### src/rtl/vt_pkg.sv
package vt_pkg;
  typedef enum logic [1:0] {
    VT_NONE  = 2'd0,
    VT_TLB   = 2'd1,
    VT_WALK  = 2'd2,
    VT_FAULT = 2'd3
  } vt_kind_e;
endpackage

### src/rtl/vt_ptable.sv
module vt_ptable #(
  parameter int IDX_W  = 4,
  parameter int DATA_W = 9
) (
  input  logic              clk,
  input  logic              we,
  input  logic [IDX_W-1:0]  wr_idx,
  input  logic [DATA_W-1:0] wr_data,
  input  logic              rd_en,
  input  logic [IDX_W-1:0]  rd_idx,
  output logic [DATA_W-1:0] rd_data
);
  localparam int DEPTH = 2 ** IDX_W;
  logic [DATA_W-1:0] mem [DEPTH];

  // single write port, registered read: block-RAM friendly
  always_ff @(posedge clk) begin
    if (we) mem[wr_idx] <= wr_data;
    if (rd_en) rd_data <= mem[rd_idx];
  end
endmodule

### src/rtl/vt_lru_set.sv
module vt_lru_set #(
  parameter int WAYS  = 4,
  parameter int WAY_W = 2
) (
  input  logic             clk,
  input  logic             rst,
  input  logic             touch,
  input  logic [WAY_W-1:0] touch_way,
  input  logic [WAYS-1:0]  way_valid,
  output logic [WAY_W-1:0] victim
);
  logic [WAY_W-1:0] age [WAYS];

  // age 0 = most recent; ages stay a permutation of 0..WAYS-1
  always_ff @(posedge clk) begin
    if (rst) begin
      for (int w = 0; w < WAYS; w++) age[w] <= WAY_W'(WAYS - 1 - w);
    end else if (touch) begin
      for (int w = 0; w < WAYS; w++) begin
        if (WAY_W'(w) == touch_way) age[w] <= '0;
        else if (age[w] < age[touch_way]) age[w] <= age[w] + 1'b1;
      end
    end
  end

  always_comb begin
    victim = '0;
    for (int w = 0; w < WAYS; w++)
      if (age[w] == WAY_W'(WAYS - 1)) victim = WAY_W'(w);
    for (int w = WAYS - 1; w >= 0; w--)
      if (!way_valid[w]) victim = WAY_W'(w);
  end

  // a way just made most recent is not the next victim of a full set
  a_r6_mru_not_victim: assert property (@(posedge clk) disable iff (rst)
    (touch && WAYS > 1) |=> (!(&way_valid) || victim != $past(touch_way)));
endmodule

### src/rtl/vtrans_unit.sv
module vtrans_unit
  import vt_pkg::*;
#(
  parameter int VA_W    = 28,
  parameter int OFF_W   = 12,
  parameter int PPN_W   = 8,
  parameter int ENTRIES = 4,
  parameter int WAYS    = 4,
  parameter int PT_W    = 4,
  localparam int PA_W   = PPN_W + OFF_W
) (
  input  logic              clk,
  input  logic              rst,
  input  logic              req_valid,
  input  logic [VA_W-1:0]   req_va,
  output logic              busy,
  output logic              rsp_valid,
  output logic [PA_W-1:0]   rsp_pa,
  output logic [1:0]        rsp_kind,
  input  logic              pt_we,
  input  logic [PT_W-1:0]   pt_idx,
  input  logic              pt_valid,
  input  logic [PPN_W-1:0]  pt_ppn
);
  localparam int VPN_W = VA_W - OFF_W;
  localparam int SETS  = ENTRIES / WAYS;
  localparam int SET_W = (SETS > 1) ? $clog2(SETS) : 1;
  localparam int WAY_W = (WAYS > 1) ? $clog2(WAYS) : 1;

  function automatic logic [SET_W-1:0] set_of(input logic [VPN_W-1:0] vpn);
    return (SETS > 1) ? vpn[SET_W-1:0] : '0;
  endfunction

  // translation entries, index = set*WAYS + way
  logic [ENTRIES-1:0] e_valid;
  logic [VPN_W-1:0]   e_vpn [ENTRIES];
  logic [PPN_W-1:0]   e_ppn [ENTRIES];

  // request-side lookup
  logic [VPN_W-1:0] req_vpn;
  logic [SET_W-1:0] req_set;
  logic [WAYS-1:0]  hit_vec;
  logic [WAY_W-1:0] hit_way;
  logic [PPN_W-1:0] hit_ppn;
  logic             hit, accept, req_inr;

  assign req_vpn = req_va[VA_W-1:OFF_W];
  assign req_set = set_of(req_vpn);
  assign accept  = req_valid && !busy;
  assign req_inr = (req_vpn >> PT_W) == '0;

  always_comb begin
    hit_way = '0;
    hit_ppn = '0;
    for (int w = 0; w < WAYS; w++) begin
      hit_vec[w] = e_valid[int'(req_set) * WAYS + w] &&
                   (e_vpn[int'(req_set) * WAYS + w] == req_vpn);
      if (hit_vec[w]) begin
        hit_way = WAY_W'(w);
        hit_ppn = e_ppn[int'(req_set) * WAYS + w];
      end
    end
  end
  assign hit = |hit_vec;

  // pending miss
  logic             pend;
  logic [VPN_W-1:0] p_vpn;
  logic [SET_W-1:0] p_set;
  logic [OFF_W-1:0] p_off;
  logic             p_inr;
  logic [PPN_W:0]   pt_q;
  logic             walk_ok;

  vt_ptable #(.IDX_W(PT_W), .DATA_W(PPN_W + 1)) i_ptable (
    .clk     (clk),
    .we      (pt_we),
    .wr_idx  (pt_idx),
    .wr_data ({pt_valid, pt_ppn}),
    .rd_en   (accept && !hit),
    .rd_idx  (req_vpn[PT_W-1:0]),
    .rd_data (pt_q)
  );

  assign walk_ok = pend && p_inr && pt_q[PPN_W];
  assign busy    = pend;

  // replacement state, one instance per set
  logic [WAY_W-1:0] vic_all [SETS];
  logic [WAY_W-1:0] victim;
  logic [WAY_W-1:0] touch_way;
  assign victim    = vic_all[p_set];
  assign touch_way = pend ? victim : hit_way;

  for (genvar s = 0; s < SETS; s++) begin : g_set
    vt_lru_set #(.WAYS(WAYS), .WAY_W(WAY_W)) i_lru (
      .clk       (clk),
      .rst       (rst),
      .touch     ((accept && hit && req_set == SET_W'(s)) ||
                  (walk_ok && p_set == SET_W'(s))),
      .touch_way (touch_way),
      .way_valid (e_valid[s*WAYS +: WAYS]),
      .victim    (vic_all[s])
    );
  end

  logic [SET_W-1:0] wr_set;
  assign wr_set = set_of(VPN_W'(pt_idx));

  always_ff @(posedge clk) begin
    if (rst) begin
      pend      <= 1'b0;
      rsp_valid <= 1'b0;
      rsp_kind  <= VT_NONE;
      rsp_pa    <= '0;
      e_valid   <= '0;
    end else begin
      rsp_valid <= 1'b0;
      rsp_kind  <= VT_NONE;
      if (pend) begin
        pend      <= 1'b0;
        rsp_valid <= 1'b1;
        if (walk_ok) begin
          rsp_kind <= VT_WALK;
          rsp_pa   <= {pt_q[PPN_W-1:0], p_off};
          e_valid[int'(p_set) * WAYS + int'(victim)] <= 1'b1;
        end else begin
          rsp_kind <= VT_FAULT;
          rsp_pa   <= '0;
        end
      end else if (accept && hit) begin
        rsp_valid <= 1'b1;
        rsp_kind  <= VT_TLB;
        rsp_pa    <= {hit_ppn, req_va[OFF_W-1:0]};
      end else if (accept) begin
        pend <= 1'b1;
      end
      if (pt_we) begin
        for (int w = 0; w < WAYS; w++)
          if (e_vpn[int'(wr_set) * WAYS + w] == VPN_W'(pt_idx))
            e_valid[int'(wr_set) * WAYS + w] <= 1'b0;
      end
    end
  end

  always_ff @(posedge clk) begin
    if (accept && !hit) begin
      p_vpn <= req_vpn;
      p_set <= req_set;
      p_off <= req_va[OFF_W-1:0];
      p_inr <= req_inr;
    end
    if (walk_ok) begin
      e_vpn[int'(p_set) * WAYS + int'(victim)] <= p_vpn;
      e_ppn[int'(p_set) * WAYS + int'(victim)] <= pt_q[PPN_W-1:0];
    end
  end

  // a buffer hit answers on the next cycle
  a_r2_hit_next_cycle: assert property (@(posedge clk) disable iff (rst)
    (accept && hit) |=> (rsp_valid && rsp_kind == VT_TLB));
  // a miss raises busy, then answers from the table
  a_r7_miss_busy_then_rsp: assert property (@(posedge clk) disable iff (rst)
    (accept && !hit) |=> (busy && !rsp_valid) ##1 (rsp_valid && rsp_kind != VT_TLB));
  // at most one way of the indexed set matches
  a_r5_single_match: assert property (@(posedge clk) disable iff (rst)
    $onehot0(hit_vec));
  // a fault leaves the buffer untouched
  a_r4_fault_keeps_entries: assert property (@(posedge clk) disable iff (rst)
    (pend && !walk_ok) |=> $stable(e_valid));
  // table writes only while idle and without a request
  a_r9_write_when_idle: assert property (@(posedge clk) disable iff (rst)
    pt_we |-> (!busy && !req_valid));
endmodule

### config.mk
export PLATFORM = sky130hd
export DESIGN_NAME = vtrans_unit
export DESIGN_NICKNAME = d
export VERILOG_FILES = /design/src/rtl/vt_pkg.sv /design/src/rtl/vt_ptable.sv /design/src/rtl/vt_lru_set.sv /design/src/rtl/vtrans_unit.sv
export SDC_FILE = /design/constraint.sdc
export NUM_CORES = 1
export LEC_CHECK = 0
export ABC_CLOCK_PERIOD_IN_PS = 5500
export BUFFER_PORTS_ARGS = -buffer_cell sky130_fd_sc_hd__buf_2
export CAP_MARGIN = 10
export CORE_ASPECT_RATIO = 1.25
export CORE_MARGIN = 8
export CORE_UTILIZATION = 60
export DETAILED_ROUTE_END_ITERATION = 8
export GPL_TIMING_DRIVEN = 0
export HOLD_SLACK_MARGIN = 0.15
export PLACE_DENSITY = 0.84
export SLEW_MARGIN = 10
export SYNTH_ARGS = -nofsm -noshare
export SYNTH_HDL_FRONTEND = slang
export SYNTH_HIERARCHICAL = 1
export SYNTH_SLANG_ARGS = --single-unit
### constraint.sdc
create_clock -name clk -period 5.5 [get_ports clk]
set_input_delay 0.55 -clock clk [delete_from_list [all_inputs] [get_ports clk]]
set_output_delay 0.55 -clock clk [all_outputs]
set_load 0.02 [all_outputs]
==> results of run 1 <==
[logic make-up after synthesis]
| family | Yosys count | share of synthesized area, % |
|---|---|---|
| adders and majority gates | 7 | 0.670 |
| and+or+nand+nor | 162 | 6.97 |
| muxes | 41 | 7.21 |
| DFF | 314 | 69.9 |
| buffers and inverters | 56 | 2.51 |
| xor gates and xnor gates | 77 | 5.16 |
| AOI/OAI and AO/OA | 112 | 7.55 |
[flip-flops by register name, summed over array words and instances, names as in the netlist]
register,count
busy,1
g_set.i_lru/age,8
p_inr,1
rsp_kind,2
rsp_pa,20
rsp_valid,1
e_vpn,64
i_ptable/rd_data,9
i_ptable/mem,144
p_off,12
e_ppn,32
p_vpn,16
e_valid,4
[power groups by stage]
stage                     Sequential (µW)  Combinational, µW  Clock (µW)
after floorplan                      2750                177           0
after global placement               2750                288           0
after detailed placement             2750                303           0
after CTS                            2700                305        1860
after global routing                 2700                326        1940
final                                2700                304        1840
[layer usage]
metal / global-route usage [%] / vias to the layer above / wire length (µm)
li1: - / 3283 / -
met1: 25.9 / 3717 / 10900
met2: 37.8 / 273 / 14900
met3: 3.20 / 57 / 1770
met4: 6.58 / 4 / 761
met5: 0 / - / 22
[cell type report]
type / instances / area, µm²
Clock inverter: 20 / 148
Fill cell: 1434 / 6750
Antenna cell: 1 / 2.50
Multi-Input combinational cell: 399 / 3650
Buffer: 44 / 283
Tap cell: 279 / 349
Clock buffer: 31 / 712
Sequential cell: 314 / 9150
Inverter: 12 / 45.0
Timing Repair Buffer: 71 / 390
[layout by cell type (no fill, tap or decap), drive strengths merged, types with 3 or more instances in the layout]
| cell | instances |
|---|---|
| o21ai | 4 |
| nor2 | 32 |
| and3 | 5 |
| o211ai | 8 |
| nand3 | 4 |
| dfxtp | 28 |
| buf | 100 |
| nand2b | 10 |
| a311oi | 8 |
| nand3b | 3 |
| o22ai | 4 |
| nand4 | 12 |
| or4 | 4 |
| edfxtp | 286 |
| xnor2 | 41 |
| nor3 | 35 |
| a221o | 8 |
| inv | 14 |
| a21oi | 8 |
| clkinvlp | 5 |
| a211oi | 15 |
| mux4 | 38 |
| nor4 | 17 |
| clkinv | 12 |
| clkbuf | 45 |
| a22oi | 38 |
| nand2 | 19 |
| ha | 7 |
| xor2 | 36 |
| or2 | 5 |
| nor2b | 5 |
[worst register-to-register path: cells and delay by family, from the launching register on]
| kind | cells | cell delay (ns) |
|---|---|---|
| compound gates | 5 | 0.94 |
| flops | 1 | 0.43 |
| fa+ha+maj | 1 | 0.28 |
| mux | 1 | 0.53 |
| xor+xnor | 1 | 0.18 |
| buf+inv | 2 | 0.48 |
| simple gates | 3 | 1.10 |
[metrics by stage]
| stage | hold WS [ns] | total power, µW |
|---|---|---|
| after CTS | 0.172 | 4870 |
| after detailed placement | 0.490 | 3050 |
| after global placement | 0.473 | 3040 |
| final | 0.185 | 4840 |
| after global routing | 0.170 | 4970 |
| after floorplan | 0.459 | 2930 |
[worst paths after layout]
path | slack [ns] | to | cells after the start
min reg2reg | 0.50 | e_vpn[3][15]$_DFFE_PP_ | 0
max reg2reg | 1.21 | g_set[0].i_lru/age[3][1]$_SDFFCE_PN0P_ | 13
min | 0.18 | p_vpn[11]$_DFFE_PP_ | 1
max | 1.21 | g_set[0].i_lru/age[3][1]$_SDFFCE_PN0P_ | 13
==> Implementation_results.wiki, run 1 <==
{| class="wikitable"
! Metric !! Value
|-
| R2r startpoint || e_vpn[1][14]$_DFFE_PP_
|-
| Vertical die dimension || 181 µm
|-
| Later-pin clock latency in the skew report || 0.55 ns
|-
| Initial Util || 60.9%
|-
| Ratio of total power to cell area || 329 nW/µm²
|-
| CTS Buf Count || 28
|-
| Post-synthesis net count || 821
|-
| Number of buffers inserted for hold repair after clock tree synthesis || 0
|-
| Routed via count || 7334
|-
| Tightest Hold Check Type || in2reg
|-
| Flip-flop and latch count after synthesis || 314
|-
| Number of vias per cell || 6.26
|-
| Dpl cell area || 13900 µm²
|-
| Die Area || 26800 µm²
|-
| Worst setup path class || reg2reg
|-
| Cell area after layout || 14700 µm²
|-
| Net switching share of the total power || 22.0%
|-
| Portion of the clock cycle consumed by the worst path in the final layout || 78.0%
|-
| Launching element type of the critical path || flop
|-
| Setup repair after global routing missed its margin || no
|-
| Final-report max-slew violation count || 0
|-
| Post-synthesis instance total || 769
|-
| Total global-route track usage || 21.2%
|-
| Number of global-route vias before repair || 7627
|-
| Util after Layout || 68.6%
|-
| Post-synthesis instance area || 13100 µm²
|-
| Switching power || 1070 µW
|-
| Slowest Stage Delay on Critical Path || 0.61 ns
|-
| Synthesis-to-layout area growth || 12.6%
|-
| Layout Nets || 922
|-
| Max-cap violation count || 0
|-
| Finish-stage setup viols || 0
|-
| TritonCTS clock tree || built
|-
| Outcome || finished clean
|-
| Slew Limit Headroom || 39.3%
|-
| Slew at the pin with the worst max-slew slack || 0.907 ns
|-
| Clock Power Share || 37.9%
|-
| Violation count after the first detailed-routing iteration || 635
|-
| Count of endpoints failing hold in the final timing report || 0
|-
| Accumulated negative setup slack || 0 ns
|-
| Final worst path period need || 4.29 ns
|-
| Clock Skew || 0.0114 ns
|-
| X dimension of the die || 148 µm
|-
| Synth unique cells || 73
|-
| Largest net degree at the start of global routing || 26
|-
| Num ports || 69
|-
| Layout Cells excl Fill || 1171
|-
| Initial antenna violation count || 2
|-
| Syn Area/Cell || 17.0 µm²
|-
| Data arrival time at the worst-slack endpoint || 4.49 ns
|-
| Data required time of the critical path || 5.70 ns
|-
| Clock transition at path regs || 0.07 ns
|-
| Largest vdd supply drop || 277 µV
|-
| Startpoint of the lowest-slack hold path || req_va[23]
|-
| Ordered list of cells on the worst path || xor2_1 -> nor4_1 -> nand2_1 -> nor3_1 -> a21oi_1 -> o21ai_0 -> buf_2 -> mux4_2 -> inv_1 -> ha_1 -> o2bb2ai_1 -> a21oi_1 -> o31ai_1
|-
| Main area contributors after synthesis || sky130_fd_sc_hd__edfxtp_1 (66%), sky130_fd_sc_hd__dfxtp_1 (4.3%), sky130_fd_sc_hd__mux4_2 (4.0%), sky130_fd_sc_hd__mux4_1 (3.0%), sky130_fd_sc_hd__xnor2_1 (2.7%)
|-
| Buffers & Inverters on Critical Path || 2
|-
| Ranking of synthesized cells by instance count || sky130_fd_sc_hd__edfxtp_1 (286), sky130_fd_sc_hd__xnor2_1 (41), sky130_fd_sc_hd__a22oi_1 (38), sky130_fd_sc_hd__xor2_1 (36), sky130_fd_sc_hd__nor3_1 (34)
|-
| EDFF count, synth || 286
|-
| LEAKAGE || 0.00487 µW
|-
| Yosys warns || 6
|-
| Total clock sinks || 314
|-
| Post-synthesis cell type with the largest combined area || sky130_fd_sc_hd__edfxtp_1
|-
| Layout cells sized above 1 || 23.3%
|-
| Sequential share of power || 55.8%
|-
| Worst-path maximum fanout || 10
|-
| Endpoint class of the critical path || flop
|-
| Cell repeated most along the worst path || sky130_fd_sc_hd__a21oi_1
|-
| Port Buf Inserts || 68
|-
| DRT antenna net count || 0
|-
| Share of the synthesized area in the top cell type || 65.7%
|-
| Total number of placement rows || 60
|-
| Maximum clock insertion buffer count || 3
|-
| Number of H-tree branching levels || 1
|-
| Detailed Place HPWL || 19.3 mm
|-
| Wire length of the first global-routing pass || 43.9 mm
|-
| Post-CTS repair timing setup buffer count || 0
|-
| Residual DRC || 0
|-
| Cell family with most CP delay || simple AND/OR/NAND/NOR gates
|-
| Detail-routed net length per standard cell || 24.3 µm
|-
| Routability-driven placement congestion ratio || 0.901
|-
| Fin worst setup slack || 1.21 ns
|-
| Slowest CP cell || sky130_fd_sc_hd__nor4_1
|-
| Total grt overflow || 0
|-
| Most common flop cell mapped by yosys || sky130_fd_sc_hd__edfxtp_1
|-
| F_max || 233 MHz
|-
| Most frequent cell after synthesis || sky130_fd_sc_hd__edfxtp_1
|-
| Cell count after placement || 1119
|-
| Setup slack at placement || 0.893 ns
|-
| Detailed Routing Iterations Pass 1 || 5
|-
| Sequential cell area fraction in the yosys report || 69.9%
|-
| Crit path launch || e_vpn[1][14]$_DFFE_PP_
|-
| Comb power frac || 6.3%
|-
| P_int || 3770 µW
|-
| Cell chosen for the clock root || sky130_fd_sc_hd__clkbuf_16
|-
| Share of flip-flops with an asynchronous set or reset after synthesis || 0%
|-
| Core area || 21500 µm²
|-
| Routed wire length || 28.4 mm
|-
| Post-cts sizing count || 0
|}
Note: power is estimated with default switching activity, not from simulation.
==> run 2: changes to the inputs <==
ABC_CLOCK_PERIOD_IN_PS = 4000   (was 5500)
clock period = 4 ns   (was 5.5 ns; I/O delays follow)
==> run 2 against run 1 <==
Sequential power grew 37%. Worst hold slack lost 0.0038 ns. Highest routed layer unchanged. Routed wire length grew 1.8%. Sequential cell count is the same. Combinational power grew 46%.
==> Implementation_results.wiki, run 2 (same netlist as run 1, synthesis figures left out) <==
{| class="wikitable"
! Metric !! Value
|-
| Outcome || finished clean
|-
| Reg2reg end || g_set[0].i_lru/age[2][0]$_SDFFCE_PN1P_
|-
| Number of vias per cell || 6.26 (about the same)
|-
| Initial Util || 60.9% (unchanged)
|-
| Global-route track usage on met1 || 26.3% (+0.44 points)
|-
| Wire length of the first global-routing pass || 44.7 mm (+1.8%)
|-
| Data required time of the critical path || 4.30 ns (-1.40 ns)
|-
| Capture point of the critical path || g_set[0].i_lru/age[1][1]$_SDFFCE_PN1P_
|-
| Cell chosen for the clock root || sky130_fd_sc_hd__clkbuf_16
|-
| CTS Buf Count || 28 (unchanged)
|-
| Largest vdd supply drop || 377 µV (+36%)
|-
| Num ports || 69 (unchanged)
|-
| Layout Cells excl Fill || 1197 (+2.2%)
|-
| Sequential share of power || 55.6% (-0.2 points)
|-
| X dimension of the die || 148 µm (unchanged)
|-
| M3 GR Usage || 3.15% (-0.050 points)
|-
| Vertical die dimension || 181 µm (unchanged)
|-
| F_max || 260 MHz
|-
| Count of endpoints failing hold in the final timing report || 0 (unchanged)
|-
| Initial antenna violation count || 2 (unchanged)
|-
| Total global-route track usage || 21.5% (+0.35 points)
|-
| Number of H-tree branching levels || 1 (unchanged)
|-
| Worst reg-to-reg setup slack || 0.22 ns (-0.99 ns)
|-
| R2r startpoint || e_vpn[3][0]$_DFFE_PP_
|-
| Total grt overflow || 0 (unchanged)
|-
| Worst-path maximum fanout || 10 (unchanged)
|-
| Total number of placement rows || 60 (unchanged)
|-
| Cell count after placement || 1119 (unchanged)
|-
| Maximum clock insertion buffer count || 3 (unchanged)
|-
| Layer with the highest usage || met2
|-
| Routed via count || 7490 (+2.1%)
|-
| Violation count after the first detailed-routing iteration || 669 (+5.4%)
|-
| Port Buf Inserts || 68 (unchanged)
|-
| Final worst path period need || 3.85 ns
|-
| Number of global-route vias before repair || 7765 (+1.8%)
|-
| Portion of the clock cycle consumed by the worst path in the final layout || 96.3%
|-
| Largest registers || i_ptable/mem (144), e_vpn (64), e_ppn (32)
|-
| Commonest non-fill, non-tap cells in the layout || sky130_fd_sc_hd__edfxtp_1 (286), sky130_fd_sc_hd__buf_2 (81), sky130_fd_sc_hd__xnor2_1 (41), sky130_fd_sc_hd__a22oi_1 (38), sky130_fd_sc_hd__xor2_1 (36)
|-
| Detailed Place HPWL || 19.3 mm (unchanged)
|-
| Net switching share of the total power || 22.1% (+0.037 points)
|-
| Largest net degree at the start of global routing || 26 (unchanged)
|-
| Clock Skew || 0.0146 ns (+0.00324 ns)
|-
| Launching element type of the critical path || primary input
|-
| Total clock sinks || 314 (unchanged)
|-
| Finish-stage setup viols || 0 (unchanged)
|-
| FF-to-FF path depth || 13 (unchanged)
|-
| Later-pin clock latency in the skew report || 0.55 ns (about the same)
|-
| Met2 Track Usage GR || 38.4% (+0.62 points)
|-
| Worst setup path class || in2reg
|-
| Data arrival time at the worst-slack endpoint || 4.15 ns (-0.34 ns)
|-
| Final-report max-slew violation count || 0 (unchanged)
|-
| Endpoint class of the critical path || flop
|-
| P_int || 5200 µW (+38%)
|-
| Synthesis-to-layout area growth || 15.1%
|-
| Layout Nets || 947 (+2.7%)
|-
| TritonCTS clock tree || built
|-
| Clock transition at path regs || 0.07 ns (about the same)
|-
| LEAKAGE || 0.00499 µW (+2.4%)
|-
| Core area || 21500 µm² (unchanged)
|-
| Register ranked first by flip-flop count || i_ptable/mem
|-
| Crit path launch || req_va[20]
|-
| Residual DRC || 0 (unchanged)
|-
| Slew at the pin with the worst max-slew slack || 0.926 ns (+0.0194 ns)
|-
| Die Area || 26800 µm² (unchanged)
|-
| Clock Power Share || 37.8% (about the same)
|-
| Tightest hold margin || 0.181 ns (-0.00385 ns)
|-
| Slew Limit Headroom || 38.0% (-1.3 points)
|-
| Switching power || 1470 µW (+38%)
|-
| Util after Layout || 70.1% (+1.5 points)
|-
| Fillcell total || 1394 (-2.8%)
|-
| Ratio of total power to cell area || 444 nW/µm² (+35%)
|-
| Detailed Routing Iterations Pass 1 || 7 (+2)
|-
| Max-cap violation count || 0 (unchanged)
|-
| Most frequent standard cell in the layout excluding fill and tap cells || sky130_fd_sc_hd__edfxtp_1
|-
| Routed wire length || 28.9 mm (+1.8%)
|-
| DRT antenna net count || 0 (unchanged)
|-
| Layout cells sized above 1 || 24.0% (+0.67 points)
|-
| Number of flip-flops under the largest register name || 144 (unchanged)
|-
| Detail-routed net length per standard cell || 24.2 µm (-0.39%)
|-
| Comb power frac || 6.6% (+0.3 points)
|-
| Routability-driven placement congestion ratio || 0.901 (unchanged)
|-
| Tightest Hold Check Type || in2reg
|}
## run 2: worst min path at each step
stage,start,end,slack (ns),cells after the start
3_5_place_dp,p_vpn[9]$_DFFE_PP_,e_vpn[3][9]$_DFFE_PP_,0.49,0
5_1_grt,req_va[12],p_vpn[0]$_DFFE_PP_,0.17,1
6_report,req_va[12],p_vpn[0]$_DFFE_PP_,0.18,1
2_1_floorplan,p_vpn[0]$_DFFE_PP_,e_vpn[0][0]$_DFFE_PP_,0.46,0
3_3_place_gp,p_vpn[3]$_DFFE_PP_,e_vpn[1][3]$_DFFE_PP_,0.47,0
4_1_cts,req_va[12],p_vpn[0]$_DFFE_PP_,0.15,1
## run 2: final cells by class
type / instances / area [µm²] / area share [%]
sequential: 314 / 9150 / 60.8
clock inverter: 20 / 148 / 0.981
clock buffer: 31 / 712 / 4.73
timing repair buffer: 96 / 638 / 4.24
inverter: 12 / 45.0 / 0.299
buffer: 44 / 285 / 1.89
tap: 279 / 349 / 2.32
antenna: 2 / 5.00 / 0.0332
multi-input combinational: 399 / 3720 / 24.7
## run 2: critical path, cell delays in order
cell and delay [ns]:
sky130_fd_sc_hd__dlygate4sd3_1 0.53, sky130_fd_sc_hd__buf_2 0.13, sky130_fd_sc_hd__buf_2 0.16, sky130_fd_sc_hd__xnor2_1 0.19
sky130_fd_sc_hd__nand2_1 0.11, sky130_fd_sc_hd__or2_2 0.31, sky130_fd_sc_hd__nor4_4 0.37, sky130_fd_sc_hd__inv_1 0.11
sky130_fd_sc_hd__a21oi_2 0.15, sky130_fd_sc_hd__o21ai_2 0.10, sky130_fd_sc_hd__buf_4 0.20, sky130_fd_sc_hd__mux4_2 0.34
sky130_fd_sc_hd__inv_1 0.10, sky130_fd_sc_hd__ha_1 0.19, sky130_fd_sc_hd__or3_1 0.41, sky130_fd_sc_hd__o32a_1 0.34
## run 2: power groups by stage
stage / registers (µW) / logic [µW] / clock network (µW)
floorplan: 3780 / 243 / 0
global placement: 3780 / 397 / 0
detailed placement: 3780 / 417 / 0
CTS: 3710 / 439 / 2560
global route: 3720 / 475 / 2670
finish: 3710 / 444 / 2520
## run 2: timing repair
item	CTS	global route
hold buffers	24	0
endpoints found under the hold margin	24	0
buffers inserted	0	1
setup endpoints to repair	13	15
gates resized for setup	4	13
pin swaps	0	1
## run 2: stage by stage
| stage | power (µW) | setup TNS (ns) | setup slack, ns | instance area, µm² |
|---|---|---|---|---|
| 2_1_floorplan | 4030 | 0 | 0.411 | 13100 |
| 3_3_place_gp | 4170 | -58.74 | -0.937 | 13800 |
| 3_5_place_dp | 4200 | -5.76 | -0.457 | 13900 |
| 4_1_cts | 6710 | 0 | 0.00850 | 15000 |
| 5_1_grt | 6860 | -0.0138 | -0.0138 | 15100 |
| 6_report | 6680 | 0 | 0.147 | 15100 |
## run 2: per-layer routing
layer | share of wire (%) | up-vias
li1 | - | 3336
met5 | 0.076 | -
met4 | 3.0 | 4
met1 | 38 | 3752
met2 | 52 | 328
met3 | 6.7 | 70
